File: src/rtl/dmacnt_pkg.sv
package dmacnt_pkg;
  localparam int ADDR_W = 2;
  localparam int CTRL_W = 5;
  localparam int FLAG_N = 4;

  localparam logic [ADDR_W-1:0] A_CTRL = 2'd0;
  localparam logic [ADDR_W-1:0] A_CNT  = 2'd1;
  localparam logic [ADDR_W-1:0] A_STAT = 2'd2;
  localparam logic [ADDR_W-1:0] A_CLR  = 2'd3;

  // flag bit positions
  localparam int F_GL = 0;
  localparam int F_TC = 1;
  localparam int F_HT = 2;
  localparam int F_TE = 3;

  typedef struct packed {
    logic circ;
    logic teie;
    logic htie;
    logic tcie;
    logic en;
  } ctrl_t;
endpackage

File: src/rtl/dmacnt_regs.sv
module dmacnt_regs
  import dmacnt_pkg::*;
(
  input  logic              clk,
  input  logic              rst,
  input  logic              ctrl_we,
  input  logic [CTRL_W-1:0] ctrl_wdata,
  input  logic              err_evt,
  input  logic              te_flag,
  output ctrl_t             ctrl
);
  ctrl_t ctrl_q;

  always_ff @(posedge clk) begin
    if (rst) begin
      ctrl_q <= '0;
    end else begin
      if (ctrl_we) begin
        ctrl_q <= ctrl_t'(ctrl_wdata);
        // enable stays low while an error is pending
        if (te_flag) ctrl_q.en <= 1'b0;
      end
      if (err_evt) ctrl_q.en <= 1'b0;
    end
  end

  assign ctrl = ctrl_q;
endmodule

File: src/rtl/dmacnt_count.sv
module dmacnt_count #(
  parameter int CNT_W = 18
) (
  input  logic             clk,
  input  logic             rst,
  input  logic             sw_we,
  input  logic [CNT_W-1:0] sw_data,
  input  logic             en,
  input  logic             circ,
  input  logic             done,
  input  logic             err,
  output logic [CNT_W-1:0] cnt,
  output logic             nz,
  output logic             tc_evt,
  output logic             ht_evt
);
  logic [CNT_W-1:0] cnt_q;
  logic [CNT_W-1:0] shadow_q;
  logic [CNT_W-1:0] cnt_dec;
  logic [CNT_W-1:0] half_mark;
  logic             serve;
  logic             last_item;

  assign nz        = |cnt_q;
  assign cnt_dec   = cnt_q - 1'b1;
  assign half_mark = shadow_q >> 1;
  assign serve     = en && nz && done && !err;
  assign last_item = (cnt_dec == '0);

  always_comb begin
    tc_evt = serve && last_item;
    ht_evt = serve && (cnt_dec == half_mark);
  end

  always_ff @(posedge clk) begin
    if (rst) begin
      cnt_q    <= '0;
      shadow_q <= '0;
    end else if (sw_we && !en) begin
      cnt_q    <= sw_data;
      shadow_q <= sw_data;
    end else if (serve) begin
      cnt_q <= (last_item && circ) ? shadow_q : cnt_dec;
    end
  end

  assign cnt = cnt_q;
endmodule

File: src/rtl/dmacnt_flags.sv
module dmacnt_flags
  import dmacnt_pkg::*;
(
  input  logic              clk,
  input  logic              rst,
  input  logic              tc_set,
  input  logic              ht_set,
  input  logic              te_set,
  input  logic              clr_we,
  input  logic [FLAG_N-1:0] clr_bits,
  input  ctrl_t             ctrl,
  output logic [FLAG_N-1:0] flags,
  output logic              irq
);
  logic [FLAG_N-1:0] set_vec;
  logic [FLAG_N-1:0] ie_vec;
  logic [FLAG_N-1:0] flag_q;
  logic              clr_all;

  assign clr_all = clr_we && clr_bits[F_GL];

  always_comb begin
    set_vec       = '0;
    set_vec[F_TC] = tc_set;
    set_vec[F_HT] = ht_set;
    set_vec[F_TE] = te_set;
    set_vec[F_GL] = tc_set | ht_set | te_set;
    ie_vec        = '0;
    ie_vec[F_TC]  = ctrl.tcie;
    ie_vec[F_HT]  = ctrl.htie;
    ie_vec[F_TE]  = ctrl.teie;
  end

  for (genvar i = 0; i < FLAG_N; i++) begin : g_flag
    always_ff @(posedge clk) begin
      if (rst) begin
        flag_q[i] <= 1'b0;
      end else if (set_vec[i]) begin
        flag_q[i] <= 1'b1;
      end else if (clr_all || (clr_we && clr_bits[i])) begin
        flag_q[i] <= 1'b0;
      end
    end
  end

  assign flags = flag_q;
  assign irq   = |(flag_q & ie_vec);
endmodule

File: src/rtl/dma_chan_counter.sv
module dma_chan_counter
  import dmacnt_pkg::*;
#(
  parameter int DATA_W = 32,
  parameter int CNT_W  = 18
) (
  input  logic              clk,
  input  logic              rst,
  input  logic              reg_we,
  input  logic              reg_re,
  input  logic [ADDR_W-1:0] reg_addr,
  input  logic [DATA_W-1:0] reg_wdata,
  output logic [DATA_W-1:0] reg_rdata,
  output logic              reg_rvalid,
  input  logic              xfer_done,
  input  logic              xfer_err,
  output logic              chan_req,
  output logic              irq
);
  localparam int PAD_CNT  = DATA_W - CNT_W;
  localparam int PAD_CTRL = DATA_W - CTRL_W;
  localparam int PAD_FLAG = DATA_W - FLAG_N;

  ctrl_t             ctrl_w;
  logic [CNT_W-1:0]  cnt_w;
  logic              nz_w;
  logic              tc_evt;
  logic              ht_evt;
  logic              err_evt;
  logic [FLAG_N-1:0] flags_w;
  logic [DATA_W-1:0] rdata_q;
  logic              rvalid_q;
  logic              unused_wdata_hi;

  assign err_evt         = xfer_err && ctrl_w.en;
  assign unused_wdata_hi = ^reg_wdata[DATA_W-1:CNT_W];

  dmacnt_regs u_regs (
    .clk        (clk),
    .rst        (rst),
    .ctrl_we    (reg_we && reg_addr == A_CTRL),
    .ctrl_wdata (reg_wdata[CTRL_W-1:0]),
    .err_evt    (err_evt),
    .te_flag    (flags_w[F_TE]),
    .ctrl       (ctrl_w)
  );

  dmacnt_count #(.CNT_W(CNT_W)) u_count (
    .clk     (clk),
    .rst     (rst),
    .sw_we   (reg_we && reg_addr == A_CNT),
    .sw_data (reg_wdata[CNT_W-1:0]),
    .en      (ctrl_w.en),
    .circ    (ctrl_w.circ),
    .done    (xfer_done),
    .err     (err_evt),
    .cnt     (cnt_w),
    .nz      (nz_w),
    .tc_evt  (tc_evt),
    .ht_evt  (ht_evt)
  );

  dmacnt_flags u_flags (
    .clk      (clk),
    .rst      (rst),
    .tc_set   (tc_evt),
    .ht_set   (ht_evt),
    .te_set   (err_evt),
    .clr_we   (reg_we && reg_addr == A_CLR),
    .clr_bits (reg_wdata[FLAG_N-1:0]),
    .ctrl     (ctrl_w),
    .flags    (flags_w),
    .irq      (irq)
  );

  always_ff @(posedge clk) begin
    if (rst) begin
      rdata_q  <= '0;
      rvalid_q <= 1'b0;
    end else begin
      rvalid_q <= reg_re;
      if (reg_re) begin
        case (reg_addr)
          A_CTRL:  rdata_q <= {{PAD_CTRL{1'b0}}, ctrl_w};
          A_CNT:   rdata_q <= {{PAD_CNT{1'b0}}, cnt_w};
          A_STAT:  rdata_q <= {{PAD_FLAG{1'b0}}, flags_w};
          default: rdata_q <= '0;
        endcase
      end
    end
  end

  assign reg_rdata  = rdata_q;
  assign reg_rvalid = rvalid_q;
  assign chan_req   = ctrl_w.en && nz_w;
endmodule

File: config.mk
export PLATFORM = sky130hd
export DESIGN_NAME = dma_chan_counter
export DESIGN_NICKNAME = d
export VERILOG_FILES = /design/src/rtl/dmacnt_pkg.sv /design/src/rtl/dmacnt_regs.sv /design/src/rtl/dmacnt_count.sv /design/src/rtl/dmacnt_flags.sv /design/src/rtl/dma_chan_counter.sv
export SDC_FILE = /design/constraint.sdc
export NUM_CORES = 1
export LEC_CHECK = 0
export ABC_AREA = 1
export BUFFER_PORTS_ARGS = -buffer_cell sky130_fd_sc_hd__buf_2
export CAP_MARGIN = 20
export CORE_MARGIN = 1
export CORE_UTILIZATION = 50
export CTS_CLUSTER_DIAMETER = 150
export DETAILED_ROUTE_END_ITERATION = 7
export HOLD_SLACK_MARGIN = 0.05
export MAX_ROUTING_LAYER = met4
export PLACE_DENSITY = 0.73
export SLEW_MARGIN = 10
export SYNTH_ARGS = -nofsm -noshare
export SYNTH_HDL_FRONTEND = slang
export SYNTH_SLANG_ARGS = --single-unit
File: constraint.sdc
create_clock -name clk -period 3 [get_ports clk]
set_clock_uncertainty 0.15 [all_clocks]
set_input_delay 0.6 -clock clk [delete_from_list [all_inputs] [get_ports clk]]
set_output_delay 0.6 -clock clk [all_outputs]
set_load 0.05 [all_outputs]
==> results of run 1 <==
worst register-to-register path, delay by kind of cell, from the launching register on:
family / cells / cell delay, ps
AO/OA/AOI/OAI: 1 / 140
AND/OR/NAND/NOR: 10 / 1260
flip-flops: 1 / 390
buffers and inverters: 2 / 350
adder cells (fa/ha/maj): 1 / 310
registers in the layout, indices dropped and copies added (netlist names):
name / count
reg_rdata: 18
reg_rvalid: 1
u_count.cnt: 18
u_count.shadow_q: 18
u_flags.flags: 4
u_regs.ctrl: 5
routing by layer:
| metal | GRT usage [%] | up-vias |
|---|---|---|
| met3 | 5.25 | 30 |
| met5 | - | - |
| met2 | 43.0 | 141 |
| li1 | - | 1987 |
| met4 | 11.3 | 0 |
| met1 | 36.0 | 1802 |
logic make-up after synthesis:
group	after synthesis
simple gates	289
buf+inv	103
fa+ha+maj	2
xor+xnor	10
flops	64
compound gates	124
other cells	1
cells in the final DEF (no fill, tap or decap), types with 3 or more instances in the layout:
cell and n:
nand2_1 144, a21oi_1 69, dfxtp_1 64, inv_1 63
nor2_1 49, buf_2 46, o21ai_0 43, nand3_1 37
nand4_1 21, conb_1 14, nand2_2 12, clkbuf_8 9
buf_4 9, xor2_1 8, nor2_2 6, nand3b_1 5
nor2_4 4, nor2_8 4, o211ai_1 4, o21ai_1 4
inv_6 3
power breakdown:
group          internal, mW  total, mW  switching [mW]
Combinational         0.190      0.634           0.445
Clock                 0.477      0.856           0.378
Sequential            0.886      0.926          0.0399
path summary, 6_finish.rpt:
kind / from / to / slack, ps / cells after the start
min reg2reg: reg_rdata[3] / reg_rdata[3] / 320 / 2
min: reg_rdata[3] / reg_rdata[3] / 320 / 2
max: u_count.cnt[0] / chan_req / 150 / 8
max reg2reg: u_count.cnt[0] / u_count.cnt[16] / 350 / 14
area by class of cell:
type,count,area [µm²]
tap,99,124
timing repair buffer,55,298
inverter,65,244
multi-input combinational,439,2210
clock buffer,9,124
clock inverter,7,103
sequential,64,1280
fill,747,2990
==> results.json, run 1 <==
{
  "status": "finished clean",
  "antenna_cells": 0,
  "maxSlewViolCount": 0,
  "start_util_pct": 52.8,
  "wl_met3_um": 661,
  "dr_wl_met2_um": 4770,
  "synth_common_cells": "nand2_1 (144), a21oi_1 (69), dfxtp_1 (64)",
  "syn_area_um2": 3890,
  "hp-class": "reg2reg",
  "cts_sinks": 64,
  "finalWirelength_um": 10400,
  "yosysWarnings": 0,
  "layout.cells.non_filler": 738,
  "dp_hpwl_um": 7470,
  "cts_setup_buffers": 0,
  "grt_pass1_vias": 3687,
  "yosys.area_share.adder_pct": 0.644,
  "fin_nets": 676,
  "die_y_um": 90.2,
  "drc": 0,
  "vdd_ir_drop_max_v": 0.000250,
  "slew_headroom_pct": 39.0,
  "wl_met1_um": 4670,
  "final_core_utilization_pct": 59.5,
  "via_count": 3960,
  "drive_gt1_share_pct": 16.6,
  "cp_cell_sequence": "inv_2, ha_2, nand2_4, nor2_8, nand4_1, nand2_1, inv_1, buf_2",
  "drt_iter0_markers": 286,
  "synthFlopType": "dfxtp_1",
  "synth_xor_area_share_pct": 2.25,
  "gp_congestion": 0.932,
  "worst_pin_slew_ps": 914,
  "grt_setup_unrepaired": "false",
  "critPathMaxStageDelay_ps": 390,
  "core_um2": 7370,
  "hold_buffers": 0,
  "power_density_nw_per_um2": 551,
  "preCtsSetupSlack_ps": 300,
  "synthMuxAreaShare_pct": 0,
  "maxCapViolCount": 0,
  "cpLargestDelayFamily": "simple AND/OR/NAND/NOR gates",
  "ys_ff_latch": 64,
  "synth_top_area_cell": "dfxtp_1",
  "synth_top_family_by_area": "simple AND/OR/NAND/NOR gates",
  "die_w_um": 90.2,
  "die_area_um2": 8130,
  "ys_types": 32,
  "cts_resized": 0,
  "syn2layout_area_growth_pct": 12.7,
  "cp_num_buf_inv": 3,
  "grt_start_max_net_pins": 34,
  "yosysSeqAreaShare_pct": 33.0,
  "finalHoldViolCount": 0,
  "rows": 31,
  "setup_viol": 0,
  "overflow": 0,
  "antenna_left": 0,
  "antenna_found_initial": 0,
  "setup_tns_ps": 0,
  "design_area_um2": 4380,
  "critical_path.max_fanout": 8,
  "end_kind": "primary output",
  "fin_ws_ps": 146,
  "post-route-period-util_pct": 95.1,
  "clockBufferDepth": 2,
  "synth_top_cell_area_share_pct": 33.0,
  "synthArstFlopShare_pct": 0,
  "drt_first_pass_iters": 7,
  "wl_per_cell_um": 14.1,
  "cts_buffers": 9,
  "period_minus_slack_ps": 2850,
  "clock-root-buffer": "clkbuf_8",
  "yosys-top-cells-area": "dfxtp_1 (33%), nand2_1 (14%), a21oi_1 (8.9%)",
  "power_mw": 2.42,
  "worstPathArrival_ps": 2100,
  "worst_ep_required_time_ps": 2250,
  "routed.top_layer": "met4",
  "synth.most_common_cell": "nand2_1",
  "post_drt_via_cell_ratio": 5.37,
  "synthSimpleGateAreaFrac_pct": 35.9,
  "synth-compound-area-share_pct": 16.5,
  "htree_num_levels": 3,
  "port_buffers": 46,
  "clock_latency_ps": 360,
  "startpoint_type": "register",
  "p_leak_nw": 1.93,
  "synth-edff-count": 0,
  "cp_slowest_cell": "dfxtp_1",
  "grt_pass1_wl_um": 17800,
  "ios": 75,
  "hold_slack_ps": 316,
  "critical_path_class": "reg2out",
  "place_area_um2": 4150,
  "synth_area_per_cell_um2": 6.56,
  "post-place-cells": 722,
  "clk_pin_slew_ps": 80,
  "grt_util_all_layers_pct": 27.9,
  "synthCells": 593,
  "max_freq_ghz": 0.350,
  "cts_tree": "built"
}
Note: power is estimated with default switching activity, not from simulation.
==> inputs of run 2 (changes only) <==
- GPL_ROUTABILITY_DRIVEN: not set -> 0
- GPL_TIMING_DRIVEN: not set -> 0
- clock period: 3 -> 3.6 ns (I/O delays scaled with it)
==> results.json, run 2 (synthesis gave the netlist of run 1 again) <==
{
  "status": "finished clean",
  "worst_ep_required_time_ps": 3760,
  "post_drt_via_cell_ratio": 5.44,
  "slew_headroom_pct": 57.5,
  "r2r-end": "u_count.cnt[16]",
  "wl_per_cell_um": 15.0,
  "p_leak_nw": 2.01,
  "grt_setup_unrepaired": "false",
  "cts_sinks": 64,
  "critical_path_class": "reg2reg",
  "rrSetupSlack_ps": 540,
  "clk_pin_slew_ps": 80,
  "startpoint_type": "register",
  "maxSlewViolCount": 0,
  "die_y_um": 90.2,
  "rows": 31,
  "via_count": 4168,
  "drc": 0,
  "die_area_um2": 8130,
  "vdd_ir_drop_max_v": 0.000270,
  "cts_setup_buffers": 0,
  "start_util_pct": 52.8,
  "drt_first_pass_iters": 5,
  "worstPathArrival_ps": 3220,
  "power_density_nw_per_um2": 453,
  "critical_path.max_fanout": 10,
  "clockBufferDepth": 2,
  "grt_start_max_net_pins": 14,
  "hold_buffers": 0,
  "finalWirelength_um": 11500,
  "layout_commonest_cell": "nand2_1",
  "hold_path_end": "u_count.shadow_q[12]",
  "cts_tree": "built",
  "r2r_cells": 12,
  "antenna_left": 0,
  "worst_pin_slew_ps": 638,
  "setup_viol": 0,
  "setup_tns_ps": 0,
  "post-route-period-util_pct": 85.0,
  "fin_nets": 704,
  "clock_latency_ps": 370,
  "antenna_cells": 0,
  "cts_resized": 0,
  "clock-root-buffer": "clkbuf_8",
  "overflow": 0,
  "period_minus_slack_ps": 3060,
  "core_um2": 7370,
  "drive_gt1_share_pct": 17.4,
  "place_area_um2": 4290,
  "syn2layout_area_growth_pct": 16.1,
  "grt_pass1_vias": 3872,
  "max_freq_ghz": 0.327,
  "grt_util_all_layers_pct": 30.0,
  "htree_num_levels": 3,
  "hp-class": "reg2reg",
  "layout_common_cells": "nand2_1 (144), a21oi_1 (69), dfxtp_1 (64)",
  "cts_buffers": 9,
  "end_kind": "register",
  "grt_pass1_wl_um": 18700,
  "fill_cells": 745,
  "hold_path_depth": 2,
  "drt_iter0_markers": 328,
  "port_buffers": 45,
  "antenna_found_initial": 0,
  "hp-start": "u_count.shadow_q[12]",
  "dp_hpwl_um": 8450,
  "die_w_um": 90.2,
  "design_area_um2": 4510,
  "reg2reg_from": "u_count.cnt[0]",
  "ios": 75,
  "finalHoldViolCount": 0,
  "maxCapViolCount": 0
}
[run 2: cell types whose count changed in the layout (fill, tap and decap cells not counted)]
cell	before	now
inv_6	3	2
clkbuf_1	0	17
buf_6	0	1
buf_4	9	14
nor3_2	0	1
clkinv_4	1	2
buf_2	46	51
ha_1	1	2
nor3_4	1	0
ha_2	1	0
[run 2: stage by stage]
stage | hold slack [ps] | power, mW | setup WS (ps) | cells | utilization (%)
floorplan | 291 | 1.21 | 1270 | 606 | -
global placement | 300 | 1.32 | 598 | 750 | 58.1
detailed placement | 307 | 1.33 | 603 | 750 | 58.1
CTS | 319 | 2.04 | 558 | 766 | 61.2
global route | 330 | 2.14 | 336 | 766 | 61.2
finish | 315 | 2.05 | 539 | 766 | 61.2
[run 2: area by class of cell]
cell class / instances / area (µm²) / share of cell area (%)
plain buffers: 38 / 210 / 4.66
clock buffers: 9 / 124 / 2.75
flip-flops and latches: 64 / 1280 / 28.4
inverters: 65 / 244 / 5.41
well taps: 99 / 124 / 2.75
clock inverters: 7 / 103 / 2.27
repair buffers: 45 / 225 / 4.99
multi-input cells: 439 / 2200 / 48.8
[run 2: critical path: stages (launching register included)]
cell and delay (ps):
dfxtp_1 460, inv_2 160, ha_1 350, nand2_4 170, nor2_8 70, nand4_1 120, nand2_1 90, nor2_2 390
inv_1 110, nand2_2 190, clkbuf_1 420, o21ai_0 160, a21oi_1 140
[run 2: report_power, final]
part           leakage, nW  switching (mW)  total [mW]  internal, mW
sequential           0.522          0.0327       0.771         0.739
clock                0.110           0.325       0.722         0.397
combinational         1.38           0.385       0.553         0.168
[run 2: worst max path at each step]
| stage | slack, ps | to | start | cells after the start |
|---|---|---|---|---|
| floorplan | 1270 | chan_req | u_count.cnt[0] | 7 |
| global placement | 600 | u_count.cnt[16] | reg_addr[0] | 10 |
| detailed placement | 600 | u_count.cnt[16] | reg_addr[0] | 10 |
| CTS | 560 | chan_req | u_count.cnt[0] | 8 |
| global route | 340 | u_count.cnt[16] | u_count.cnt[0] | 12 |
| finish | 540 | u_count.cnt[16] | u_count.cnt[0] | 12 |
[run 2: routing by layer]
layer	up-vias	routed length [µm]	share of wire, %	track usage, %
li1	2045	-	-	-
met1	1932	5040	44	36.6
met2	167	5340	47	47.9
met3	24	766	6.7	6.09
met4	0	321	2.8	13.0
met5	-	0	0	-
==> inputs of run 3 (changes only) <==
- BUFFER_PORTS_ARGS: -buffer_cell sky130_fd_sc_hd__buf_2 -> -buffer_cell sky130_fd_sc_hd__buf_4
==> results.json, run 3 (synthesis gave the netlist of run 1 again) <==
{
  "status": "finished clean",
  "port_buffers": 45,
  "maxCapViolCount": 0,
  "cts_sinks": 64,
  "core_um2": 7370,
  "end_kind": "register",
  "antenna_found_initial": 0,
  "pwr-share-comb_pct": 29.7,
  "rows": 31,
  "wl_per_cell_um": 14.7,
  "worstPathArrival_ps": 3220,
  "start_util_pct": 52.8,
  "power_mw": 1.89,
  "worst_ep_required_time_ps": 3740,
  "grt_start_max_net_pins": 13,
  "critical_path.max_fanout": 10,
  "setup_viol": 0,
  "die_w_um": 90.2,
  "layout_common_cells": "nand2_1 (144), a21oi_1 (69), dfxtp_1 (64)",
  "post_drt_via_cell_ratio": 5.34,
  "overflow": 0,
  "critical_path_class": "reg2reg",
  "drive_gt1_share_pct": 17.4,
  "clkPwrFrac_pct": 29.5,
  "period_minus_slack_ps": 3080,
  "power.net_switching_mw": 0.725,
  "wl_met3_um": 736,
  "p_int_mw": 1.17,
  "syn2layout_area_growth_pct": 17.6,
  "grt_pass1_vias": 3819,
  "wl_met1_um": 5090,
  "maxSlewViolCount": 0,
  "die_y_um": 90.2,
  "post-place-cells": 750,
  "routed.top_layer": "met4",
  "final_core_utilization_pct": 62.0,
  "startpoint_type": "register",
  "ios": 75,
  "finalHoldViolCount": 0,
  "drt_first_pass_iters": 5,
  "worst_pin_slew_ps": 669,
  "fin_nets": 704,
  "vdd_ir_drop_max_v": 0.000261,
  "die_area_um2": 8130,
  "hold_buffers": 0,
  "clock-root-buffer": "clkbuf_8",
  "grt_util_all_layers_pct": 29.1,
  "finalWirelength_um": 11300,
  "antenna_cells": 0,
  "cts_buffers": 9,
  "clk_pin_slew_ps": 80,
  "layout.cells.non_filler": 766,
  "p_sw_share_pct": 38.3,
  "drc": 0,
  "cts_setup_buffers": 0,
  "via_count": 4091,
  "max_freq_ghz": 0.325,
  "post-route-period-util_pct": 85.5,
  "clockBufferDepth": 2,
  "htree_num_levels": 3,
  "hp-class": "reg2reg",
  "power_density_nw_per_um2": 414,
  "rrSetupSlack_ps": 520,
  "dp_hpwl_um": 8500,
  "antenna_left": 0,
  "pwr-share-seq_pct": 40.8,
  "grt_setup_unrepaired": "false",
  "dr_wl_met2_um": 5050,
  "layout_commonest_cell": "nand2_1",
  "drt_iter0_markers": 356,
  "clock_latency_ps": 360,
  "cts_tree": "built",
  "grt_pass1_wl_um": 18300,
  "p_leak_nw": 2.02,
  "setup_tns_ps": 0,
  "slew_headroom_pct": 55.4,
  "cts_resized": 0
}
run 3: final cells by class:
class / instances / area [µm²]
Timing Repair Buffer: 45 / 338
Inverter: 65 / 244
Sequential cell: 64 / 1280
Tap cell: 99 / 124
Multi-Input combinational cell: 439 / 2200
Clock buffer: 9 / 124
Clock inverter: 7 / 48.8
Buffer: 38 / 210
Fill cell: 733 / 2800
run 3: path summary, 6_finish.rpt:
check | startpoint | to | depth (start not counted)
worst max register to register | u_count.cnt[0] | u_count.cnt[8] | 12
worst min-delay path | u_count.shadow_q[14] | u_count.shadow_q[14] | 2
worst min register to register | u_count.shadow_q[14] | u_count.shadow_q[14] | 2
worst max-delay path | u_count.cnt[0] | u_count.cnt[8] | 12
run 3: worst max-delay path: stages, from the launching register on:
cell,delay (ps)
dfxtp_1,470
inv_2,160
ha_1,330
nand2_4,160
nor2_8,70
nand4_1,130
nand2_1,100
nor2_2,400
inv_1,110
nand2_2,200
clkbuf_1,420
o21ai_0,170
a21oi_1,130
run 3: power by group through the flow:
| stage | clock (mW) | sequential [mW] | combinational, mW |
|---|---|---|---|
| finish | 0.559 | 0.772 | 0.563 |
| global route | 0.597 | 0.776 | 0.618 |
| CTS | 0.559 | 0.771 | 0.555 |
| detailed placement | 0 | 0.788 | 0.553 |
| global placement | 0 | 0.787 | 0.545 |
| floorplan | 0 | 0.809 | 0.396 |
run 3: per-layer routing:
layer	GRT usage [%]	up-vias
met5	-	-
met1	36.8	1850
li1	-	2047
met3	5.08	36
met2	45.0	158
met4	13.8	0
run 3: metrics by stage:
step	cell area (µm²)	hold WS, ps	setup slack (ps)
detailed placement	4400	307	609
global route	4570	347	389
global placement	4400	301	621
finish	4570	314	523
CTS	4570	317	585
floorplan	3940	291	1270
